**src/rtl/rxr_pkg.sv**
```systemverilog
package rxr_pkg;

    // status byte bit meanings
    localparam logic [7:0] BIT_OWN  = 8'h80;
    localparam logic [7:0] BIT_ERR  = 8'h40;
    localparam logic [7:0] BIT_FRM  = 8'h20;
    localparam logic [7:0] BIT_OVF  = 8'h10;
    localparam logic [7:0] BIT_CRC  = 8'h08;
    localparam logic [7:0] BIT_BUF  = 8'h04;
    localparam logic [7:0] BIT_SOP  = 8'h02;
    localparam logic [7:0] BIT_EOP  = 8'h01;

    // exact value that hands an entry to the engine, and the hand-back value
    localparam logic [7:0] OWN_ONLY = BIT_OWN;
    localparam logic [7:0] HANDBACK = BIT_SOP | BIT_EOP;

    // byte offsets inside an 8-byte descriptor
    localparam logic [2:0] OFS_STAT   = 3'd2;
    localparam logic [2:0] OFS_CNT_HI = 3'd6;
    localparam logic [2:0] OFS_CNT_LO = 3'd7;

    localparam logic [15:0] CNT_PAD = 16'd4;

    typedef enum logic [2:0] {
        ST_IDLE,
        ST_SCAN,
        ST_CNTH,
        ST_CNTL,
        ST_DATA,
        ST_HAND,
        ST_DROP
    } rx_state_e;

    function automatic logic [15:0] rx_count(input logic [15:0] len);
        return len + CNT_PAD;
    endfunction

endpackage

```
**src/rtl/rxr_ring_ptr.sv**
```systemverilog
module rxr_ring_ptr #(
    parameter int IDX_W = 3
) (
    input  logic             clk,
    input  logic             rst,
    input  logic             load,
    input  logic             step,
    input  logic             adv,
    output logic [IDX_W-1:0] cur,
    output logic [IDX_W-1:0] scan,
    output logic             scan_last
);
    logic [IDX_W-1:0] scan_nx;
    logic [IDX_W-1:0] stop_idx;

    always_comb begin
        scan_nx  = scan + IDX_W'(1);
        stop_idx = cur - IDX_W'(1);
        // no further entry remains once the next one would be start-1
        scan_last = (scan_nx == stop_idx);
    end

    always_ff @(posedge clk) begin
        if (rst) begin
            cur  <= '0;
            scan <= '0;
        end else begin
            if (adv)
                cur <= cur + IDX_W'(1);
            if (load)
                scan <= cur;
            else if (step)
                scan <= scan_nx;
        end
    end
endmodule

```
**src/rtl/rxr_byte_cnt.sv**
```systemverilog
module rxr_byte_cnt #(
    parameter int LEN_W = 10
) (
    input  logic             clk,
    input  logic             rst,
    input  logic             load,
    input  logic [LEN_W-1:0] len_in,
    input  logic             inc,
    output logic [LEN_W-1:0] cnt,
    output logic [LEN_W-1:0] len_q,
    output logic             done
);
    always_ff @(posedge clk) begin
        if (rst) begin
            cnt   <= '0;
            len_q <= '0;
        end else if (load) begin
            cnt   <= '0;
            len_q <= len_in;
        end else if (inc) begin
            cnt <= cnt + LEN_W'(1);
        end
    end

    assign done = (cnt == len_q);
endmodule

```
**src/rtl/rxr_fsm.sv**
```systemverilog
module rxr_fsm
    import rxr_pkg::*;
(
    input  logic      clk,
    input  logic      rst,
    input  logic      frm_valid,
    input  logic [7:0] stat_rd_data,
    input  logic      scan_last,
    input  logic      done,
    input  logic      byte_valid,
    output rx_state_e state,
    output logic      load,
    output logic      step,
    output logic      adv,
    output logic      take
);
    rx_state_e state_nx;
    logic      own_hit;

    always_comb begin
        own_hit  = (stat_rd_data == OWN_ONLY);
        load     = 1'b0;
        step     = 1'b0;
        adv      = 1'b0;
        take     = 1'b0;
        state_nx = state;
        unique case (state)
            ST_IDLE: begin
                if (frm_valid) begin
                    load     = 1'b1;
                    state_nx = ST_SCAN;
                end
            end
            ST_SCAN: begin
                if (own_hit)
                    state_nx = ST_CNTH;
                else if (scan_last)
                    state_nx = ST_DROP;
                else
                    step = 1'b1;
            end
            ST_CNTH: state_nx = ST_CNTL;
            ST_CNTL: state_nx = ST_DATA;
            ST_DATA: begin
                if (done)
                    state_nx = ST_HAND;
                else
                    take = byte_valid;
            end
            ST_HAND: begin
                adv      = 1'b1;
                state_nx = ST_IDLE;
            end
            ST_DROP: begin
                if (done)
                    state_nx = ST_IDLE;
                else
                    take = byte_valid;
            end
            default: state_nx = ST_IDLE;
        endcase
    end

    always_ff @(posedge clk) begin
        if (rst)
            state <= ST_IDLE;
        else
            state <= state_nx;
    end
endmodule

```
**src/rtl/rxr_wport.sv**
```systemverilog
module rxr_wport
    import rxr_pkg::*;
#(
    parameter int IDX_W = 3,
    parameter int BUF_W = 9,
    parameter int LEN_W = 10
) (
    input  rx_state_e              state,
    input  logic [IDX_W-1:0]       scan,
    input  logic [LEN_W-1:0]       cnt,
    input  logic [LEN_W-1:0]       len_q,
    input  logic                   done,
    input  logic                   take,
    input  logic [7:0]             byte_data,
    output logic                   desc_we,
    output logic [IDX_W+2:0]       desc_waddr,
    output logic [7:0]             desc_wdata,
    output logic                   buf_we,
    output logic [IDX_W+BUF_W-1:0] buf_waddr,
    output logic [7:0]             buf_wdata,
    output logic                   rint,
    output logic                   miss,
    output logic                   data_rdy,
    output logic                   busy
);
    logic [15:0] cnt16;
    logic [2:0]  ofs;

    always_comb begin
        cnt16      = rx_count(16'(len_q));
        desc_we    = 1'b0;
        desc_wdata = 8'h00;
        ofs        = OFS_STAT;
        unique case (state)
            ST_CNTH: begin
                desc_we    = 1'b1;
                ofs        = OFS_CNT_HI;
                desc_wdata = cnt16[15:8];
            end
            ST_CNTL: begin
                desc_we    = 1'b1;
                ofs        = OFS_CNT_LO;
                desc_wdata = cnt16[7:0];
            end
            ST_HAND: begin
                desc_we    = 1'b1;
                ofs        = OFS_STAT;
                desc_wdata = HANDBACK;
            end
            default: ;
        endcase
        desc_waddr = {scan, ofs};
    end

    assign buf_we    = take && (state == ST_DATA);
    assign buf_waddr = {scan, cnt[BUF_W-1:0]};
    assign buf_wdata = byte_data;
    assign rint      = (state == ST_HAND);
    assign miss      = (state == ST_DROP) && done;
    assign data_rdy  = ((state == ST_DATA) || (state == ST_DROP)) && !done;
    assign busy      = (state != ST_IDLE);
endmodule

```
**src/rtl/rx_ring_engine.sv**
```systemverilog
module rx_ring_engine
    import rxr_pkg::*;
#(
    parameter int IDX_W = 3,
    parameter int BUF_W = 9,
    localparam int LEN_W = BUF_W + 1
) (
    input  logic                   clk,
    input  logic                   rst,
    input  logic                   frm_valid,
    input  logic [LEN_W-1:0]       frm_len,
    input  logic                   byte_valid,
    input  logic [7:0]             byte_data,
    output logic                   data_rdy,
    output logic                   busy,
    output logic [IDX_W-1:0]       stat_rd_idx,
    input  logic [7:0]             stat_rd_data,
    output logic                   desc_we,
    output logic [IDX_W+2:0]       desc_waddr,
    output logic [7:0]             desc_wdata,
    output logic                   buf_we,
    output logic [IDX_W+BUF_W-1:0] buf_waddr,
    output logic [7:0]             buf_wdata,
    output logic                   rint,
    output logic                   miss
);
    rx_state_e        state;
    logic             load, step, adv, take;
    logic [IDX_W-1:0] cur, scan;
    logic             scan_last;
    logic [LEN_W-1:0] cnt, len_q;
    logic             done;

    rxr_fsm u_fsm (
        .clk          (clk),
        .rst          (rst),
        .frm_valid    (frm_valid),
        .stat_rd_data (stat_rd_data),
        .scan_last    (scan_last),
        .done         (done),
        .byte_valid   (byte_valid),
        .state        (state),
        .load         (load),
        .step         (step),
        .adv          (adv),
        .take         (take)
    );

    rxr_ring_ptr #(.IDX_W(IDX_W)) u_ptr (
        .clk       (clk),
        .rst       (rst),
        .load      (load),
        .step      (step),
        .adv       (adv),
        .cur       (cur),
        .scan      (scan),
        .scan_last (scan_last)
    );

    rxr_byte_cnt #(.LEN_W(LEN_W)) u_cnt (
        .clk    (clk),
        .rst    (rst),
        .load   (load),
        .len_in (frm_len),
        .inc    (take),
        .cnt    (cnt),
        .len_q  (len_q),
        .done   (done)
    );

    rxr_wport #(.IDX_W(IDX_W), .BUF_W(BUF_W), .LEN_W(LEN_W)) u_wp (
        .state      (state),
        .scan       (scan),
        .cnt        (cnt),
        .len_q      (len_q),
        .done       (done),
        .take       (take),
        .byte_data  (byte_data),
        .desc_we    (desc_we),
        .desc_waddr (desc_waddr),
        .desc_wdata (desc_wdata),
        .buf_we     (buf_we),
        .buf_waddr  (buf_waddr),
        .buf_wdata  (buf_wdata),
        .rint       (rint),
        .miss       (miss),
        .data_rdy   (data_rdy),
        .busy       (busy)
    );

    assign stat_rd_idx = scan;
endmodule

```
**config.mk**
```make
export PLATFORM = sky130hd
export DESIGN_NAME = rx_ring_engine
export DESIGN_NICKNAME = d
export VERILOG_FILES = /design/src/rtl/rxr_pkg.sv /design/src/rtl/rxr_ring_ptr.sv /design/src/rtl/rxr_byte_cnt.sv /design/src/rtl/rxr_fsm.sv /design/src/rtl/rxr_wport.sv /design/src/rtl/rx_ring_engine.sv
export SDC_FILE = /design/constraint.sdc
export NUM_CORES = 1
export LEC_CHECK = 0
export BUFFER_PORTS_ARGS = -buffer_cell sky130_fd_sc_hd__buf_2
export CORE_MARGIN = 2
export CORE_UTILIZATION = 45
export DETAILED_ROUTE_END_ITERATION = 10
export GPL_TIMING_DRIVEN = 1
export PLACE_DENSITY = 0.84
export SYNTH_ARGS = -nofsm -noshare
export SYNTH_HDL_FRONTEND = slang
export SYNTH_SLANG_ARGS = --single-unit
```
**constraint.sdc**
```tcl
create_clock -name clk -period 4 [get_ports clk]
set_clock_uncertainty 0.2 [all_clocks]
set_input_delay 0.4 -clock clk [delete_from_list [all_inputs] [get_ports clk]]
set_output_delay 0.4 -clock clk [all_outputs]
set_load 0.02 [all_outputs]
```
==> flow_summary.toml, run 1 <==
[floorplanning]
core_area_um2 = 4290
ios = 73
die_y_um = 70.3
die_area_um2 = 4950
start_util = 0.461
num_rows = 24
dieWidth_um = 70.3

[global_routing]
grt_overflow = 0
grt_usage = 0.195
grt_pass1_vias = 1656
grt_max_degree = 24
grt_pass1_wl_um = 7590
antenna_found_initial = 0

[drt]
vias = 1792
drt_iter0_markers = 105
routed_wl_um = 4710
ant_nets = 0
drtPass1Iterations = 4
drc_errors = 0
wire_per_inst_um = 14.2
vias_per_cell = 5.40

[power_and_ir_drop]
total_leakage_power_nw = 1.02
share_comb_of_total_power = 0.458
p_per_area_nw_per_um2 = 614
switching_share = 0.444
seq_power_share = 0.323
pwr-share-clk = 0.219
internal_power_w = 0.000754
p_sw_w = 0.000603
vdd_drop_max_v = 0.000231

[cells_and_area]
nets = 315
layout_commonest_cell = "buf_2"
layout_common_cells = "buf_2, nand2_1, dfxtp_1"
fin_area_um2 = 2210
fin_util = 0.515
n_antenna_cell = 0
syn_to_final_growth_pct = 11.6
layout-drive-gt1-share = 0.268

[synth]
yosysWarnings = 0
synth_seq_cells = 29
ys_async_sr_fraction = 0
yosysUniqueCellTypes = 48
ys.flop_type = "dfxtp_1"
synth_area_um2 = 1980
synth_edf_count = 0
syn_avg_cell_area_um2 = 7.89
synthCells = 251
synth_nets = 286
synth_seq_area_share = 0.293

[clocking]
cts.htree.levels = 2
cts_hold_buffers = 0
insertion_delay_ns = 0.29
cts_resized = 0
cts_sinks = 29
cts_made_buffers = 5
post_cts_buffers = 0
cts.path.max_buffers = 2
path_clk_slew_ns = 0.06
clockRootBuffer = "clkbuf_8"
cts_tree = "done"

[placement]
post_dp_cell_area_um2 = 2110
io_buffers = 55
hpwl_um = 3470
routabilityCongestion = 0.807

[timing]
drv_slew = 0
max_slew_margin = 0.658
period_share = 0.643
finalSetupViolations = 0
rsz0062_at_grt = "false"
tightest_slew_ns = 0.509
fmax_mhz = 389
setup_tns_ns = 0
finalCriticalPeriod_ns = 2.57
timing.final.hold_violations = 0

[hold_path]
min_to = "u_cnt.len_q[0]$_SDFFE_PP0P_"
hold_class = "input port to flip-flop"
min_from = "frm_len[0]"
holdPathStages = 3

[setup_path]
criticalPathCategory = "flip-flop to output pin"
critPathSlowestCell = "dfxtp_1"
path_buf_inv = 1
path_max_fanout = 13
cpPeakStageDelay_ns = 0.62
crit_arrival_ns = 1.97
crit_family = "flip-flops"
start_kind = "flip-flop"
crit_path_cell_trace = "nor2b_1 > a21oi_1 > o32ai_1 > buf_2"
end_kind = "output pin"
worst-r2r-cell-count = 7
reg2reg_from = "u_ptr.cur[0]$_SDFFE_PP0N_"
rrSetupSlack_ns = 1.80
cp_data_required_time_ns = 3.40
r2r-end = "u_ptr.scan[2]$_SDFFE_PP0P_"

[job]
cap_viol_max_count = 0

[outcome]
outcome = "complete, no violations"
## worst register-to-register path, cell delays in order (launching register included)
cell	delay, ns
dfxtp_1	0.39
inv_1	0.09
ha_1	0.21
xor2_1	0.16
xnor2_1	0.16
o311ai_4	0.49
nor2_2	0.07
a2111oi_2	0.34
## metrics by stage
stage                     total power [W]  hold slack (ns)  instances  setup slack (ns)
after detailed placement          0.00106            0.284        325              1.78
after CTS                         0.00136            0.136        332              1.46
after floorplan                  0.000951            0.261        251              1.83
final                             0.00136            0.141        332              1.43
after global placement            0.00105            0.279        325              1.81
after global routing              0.00144            0.147        332              1.34
## routing by layer
| layer | routed length, um | up-vias | track usage |
|---|---|---|---|
| met5 | 0 | - | 0 |
| met4 | 114 | 0 | 0.0919 |
| met3 | 310 | 10 | 0.0491 |
| met2 | 2300 | 64 | 0.322 |
| met1 | 1980 | 829 | 0.235 |
| li1 | - | 889 | - |
## layout make-up
cell class,instances,area [um^2]
fill,416,2080
timing repair buffer,56,283
multi-input combinational,175,1130
tap,52,65.1
inverter,13,48.8
clock inverter,2,35.0
clock buffer,5,68.8
sequential,29,581
## synth_stat cells (4+ instances only)
| cell | n | share of area |
|---|---|---|
| a21oi_1 | 23 | 0.058 |
| nand2_1 | 34 | 0.064 |
| nand3_1 | 8 | 0.020 |
| inv_1 | 12 | 0.023 |
| or3_1 | 4 | 0.013 |
| ha_1 | 5 | 0.032 |
| xor2_1 | 19 | 0.084 |
| nand4_1 | 4 | 0.013 |
| o21ai_0 | 4 | 0.010 |
| nor2_1 | 20 | 0.038 |
| xnor2_1 | 6 | 0.027 |
| clkbuf_1 | 7 | 0.013 |
| dfxtp_1 | 29 | 0.29 |
| buf_4 | 25 | 0.095 |
## registers in the layout (all words and copies together) (netlist names)
signal and count:
u_cnt.len_q 10, u_ptr.cur 3, u_ptr.scan 3, u_cnt.cnt 10, u_fsm.state 3
## power groups by stage
stage / sequential (W) / clock [W] / combinational [W]
floorplan: 0.000411 / 0 / 0.000539
global placement: 0.000438 / 0 / 0.000608
detailed placement: 0.000442 / 0 / 0.000620
CTS: 0.000437 / 0.000300 / 0.000625
global route: 0.000448 / 0.000310 / 0.000679
finish: 0.000439 / 0.000297 / 0.000621
## worst max path at each step
stage                                           start                         end  slack (ns)  cells after the start
after global routing      u_cnt.len_q[2]$_SDFFE_PP0P_                        miss        1.34                      6
after CTS                   u_cnt.cnt[4]$_SDFFE_PP0P_                    data_rdy        1.46                      5
final                     u_fsm.state[2]$_SDFFE_PP0P_               desc_wdata[1]        1.43                      4
after global placement      u_cnt.cnt[4]$_SDFFE_PP0P_                    data_rdy        1.81                      5
after floorplan            u_ptr.scan[0]$_SDFFE_PP0P_  u_ptr.scan[2]$_SDFFE_PP0P_        1.83                      6
after detailed placement    u_cnt.cnt[4]$_SDFFE_PP0P_                    data_rdy        1.78                      5
## cell families after synthesis
group / Yosys count / synth area share
buffers and inverters: 47 / 0.137
multiplexers: 1 / 0.00505
AND/OR/NAND/NOR: 96 / 0.256
AO/OA/AOI/OAI: 47 / 0.165
flip-flops: 29 / 0.293
adder cells (fa/ha/maj): 5 / 0.0316
XOR/XNOR: 25 / 0.111
other: 1 / 0.00189
Note: power is estimated with default switching activity, not from simulation.
==> inputs of run 2 (changes only) <==
--- a/config.mk
+++ b/config.mk
@@ -10,7 +10,7 @@
 export CORE_UTILIZATION = 45
 export DETAILED_ROUTE_END_ITERATION = 10
 export GPL_TIMING_DRIVEN = 1
-export PLACE_DENSITY = 0.84
+export PLACE_DENSITY = 0.87
 export SYNTH_ARGS = -nofsm -noshare
 export SYNTH_HDL_FRONTEND = slang
 export SYNTH_SLANG_ARGS = --single-unit
==> constraint.sdc (replaced) <==
create_clock -name clk -period 2.1 [get_ports clk]
set_clock_uncertainty 0.2 [all_clocks]
set_input_delay 0.21 -clock clk [delete_from_list [all_inputs] [get_ports clk]]
set_output_delay 0.21 -clock clk [all_outputs]
set_load 0.02 [all_outputs]
==> flow_summary.toml, run 2 (same netlist as run 1, synthesis figures left out) <==
[floorplanning]
ios = 73
die_area_um2 = 4950
die_y_um = 70.3
core_area_um2 = 4290
num_rows = 24
dieWidth_um = 70.3
start_util = 0.461

[cells_and_area]
syn_to_final_growth_pct = 32.6
fin_area_um2 = 2630
top_regs = "u_cnt.cnt: 10 flops, u_cnt.len_q: 10 flops"
layout_common_cells = "buf_2, nand2_1, buf_4"
layout-drive-gt1-share = 0.408
layout.cells.non_filler = 366
layout_commonest_cell = "buf_2"
fin_util = 0.612
n_antenna_cell = 0
nets = 348

[setup_path]
criticalPathCategory = "flip-flop to output pin"
crit_family = "simple AND/OR/NAND/NOR gates"
critPathSlowestCell = "dfxtp_4"
path_buf_inv = 1
end_kind = "output pin"
path_max_fanout = 4
crit_arrival_ns = 1.80
cp_data_required_time_ns = 1.69
cpPeakStageDelay_ns = 0.36
crit_path_cell_trace = "xor2_1 > nor4_4 > and3_4 > nand2_1 > nor2_1 > buf_4"
start_kind = "flip-flop"

[global_routing]
antenna_found_initial = 0
grt_usage = 0.211
grt_pass1_wl_um = 8290
grt_overflow = 0
grt_pass1_vias = 1815
grt_max_degree = 24

[outcome]
outcome = "finished with violations"
violations = "negative setup slack"

[drt]
routed_wl_um = 5360
drtPass1Iterations = 5
vias_per_cell = 5.54
drt_iter0_markers = 194
wire_per_inst_um = 14.6
ant_nets = 0
drc_errors = 0
vias = 2026

[hold_path]
hold_class = "input port to flip-flop"

[clocking]
clockRootBuffer = "clkbuf_8"
cts_made_buffers = 5
cts.htree.levels = 2
cts_tree = "done"
cts.path.max_buffers = 2
path_clk_slew_ns = 0.06
cts_sinks = 29
insertion_delay_ns = 0.28

[job]
cap_viol_max_count = 0

[power_and_ir_drop]
p_per_area_nw_per_um2 = 1120
vdd_drop_max_v = 0.000646
total_leakage_power_nw = 1.20
power.total_w = 0.00293

[timing]
finalSetupViolations = 2
finalCriticalPeriod_ns = 2.21
drv_slew = 0
rsz0062_at_grt = "true"
period_share = 1.05
timing.final.hold_violations = 0
max_slew_margin = 0.608
fin_ws_ns = -0.109
fmax_mhz = 453
tightest_slew_ns = 0.587

[placement]
dp.cells = 339
dp_slack_ns = 0.0465
routabilityCongestion = 0.945
hpwl_um = 3640
io_buffers = 55
post_dp_cell_area_um2 = 2210
-- run 2: area by class of cell --
cell class | instances | area [um^2]
Clock buffer | 7 | 96.3
Multi-Input combinational cell | 175 | 1230
Clock inverter | 1 | 5.00
Fill cell | 352 | 1670
Sequential cell | 29 | 611
Timing Repair Buffer | 89 | 569
Tap cell | 52 | 65.1
Inverter | 13 | 48.8
-- run 2: what timing repair did --
item,CTS,global route
buffers inserted,3,6
pin swaps,3,12
resized for setup,13,29
hold endpoints to repair,10,0
hold buffers,10,0
setup endpoints to repair,5,19
-- run 2: worst paths after layout --
check	startpoint	endpoint	slack [ns]	cells after the start
setup / recovery	u_cnt.len_q[6]$_SDFFE_PP0P_	miss	-0.11	6
hold / removal	frm_valid	u_fsm.state[0]$_SDFFE_PP0P_	0.05	3
setup reg to reg	u_cnt.len_q[7]$_SDFFE_PP0P_	u_cnt.cnt[4]$_SDFFE_PP0P_	0.05	7
hold reg to reg	u_cnt.len_q[8]$_SDFFE_PP0P_	u_cnt.len_q[8]$_SDFFE_PP0P_	0.30	2
-- run 2: where the power goes --
| part | internal (W) | switching [W] |
|---|---|---|
| combinational | 0.000690 | 0.000888 |
| clock | 0.000296 | 0.000217 |
| sequential | 0.000668 | 0.000173 |
-- run 2: worst min-delay path, cell delays in order --
cell and delay, ns:
buf_2 0.11, o31ai_1 0.06, o22ai_1 0.10
-- run 2: layer usage --
layer	wire [um]	GRT usage	vias to the layer above
met5	0	0	-
met4	123	0.0897	0
met3	413	0.0534	17
met2	2640	0.347	105
met1	2180	0.259	948
li1	-	-	956
-- run 2: metrics by stage --
| step | hold slack, ns | TNS, ns |
|---|---|---|
| floorplan | 0.146 | 0 |
| global placement | 0.220 | 0 |
| detailed placement | 0.220 | 0 |
| CTS | 0.0402 | -0.111 |
| global route | 0.0595 | -0.690 |
| finish | 0.0498 | -0.174 |
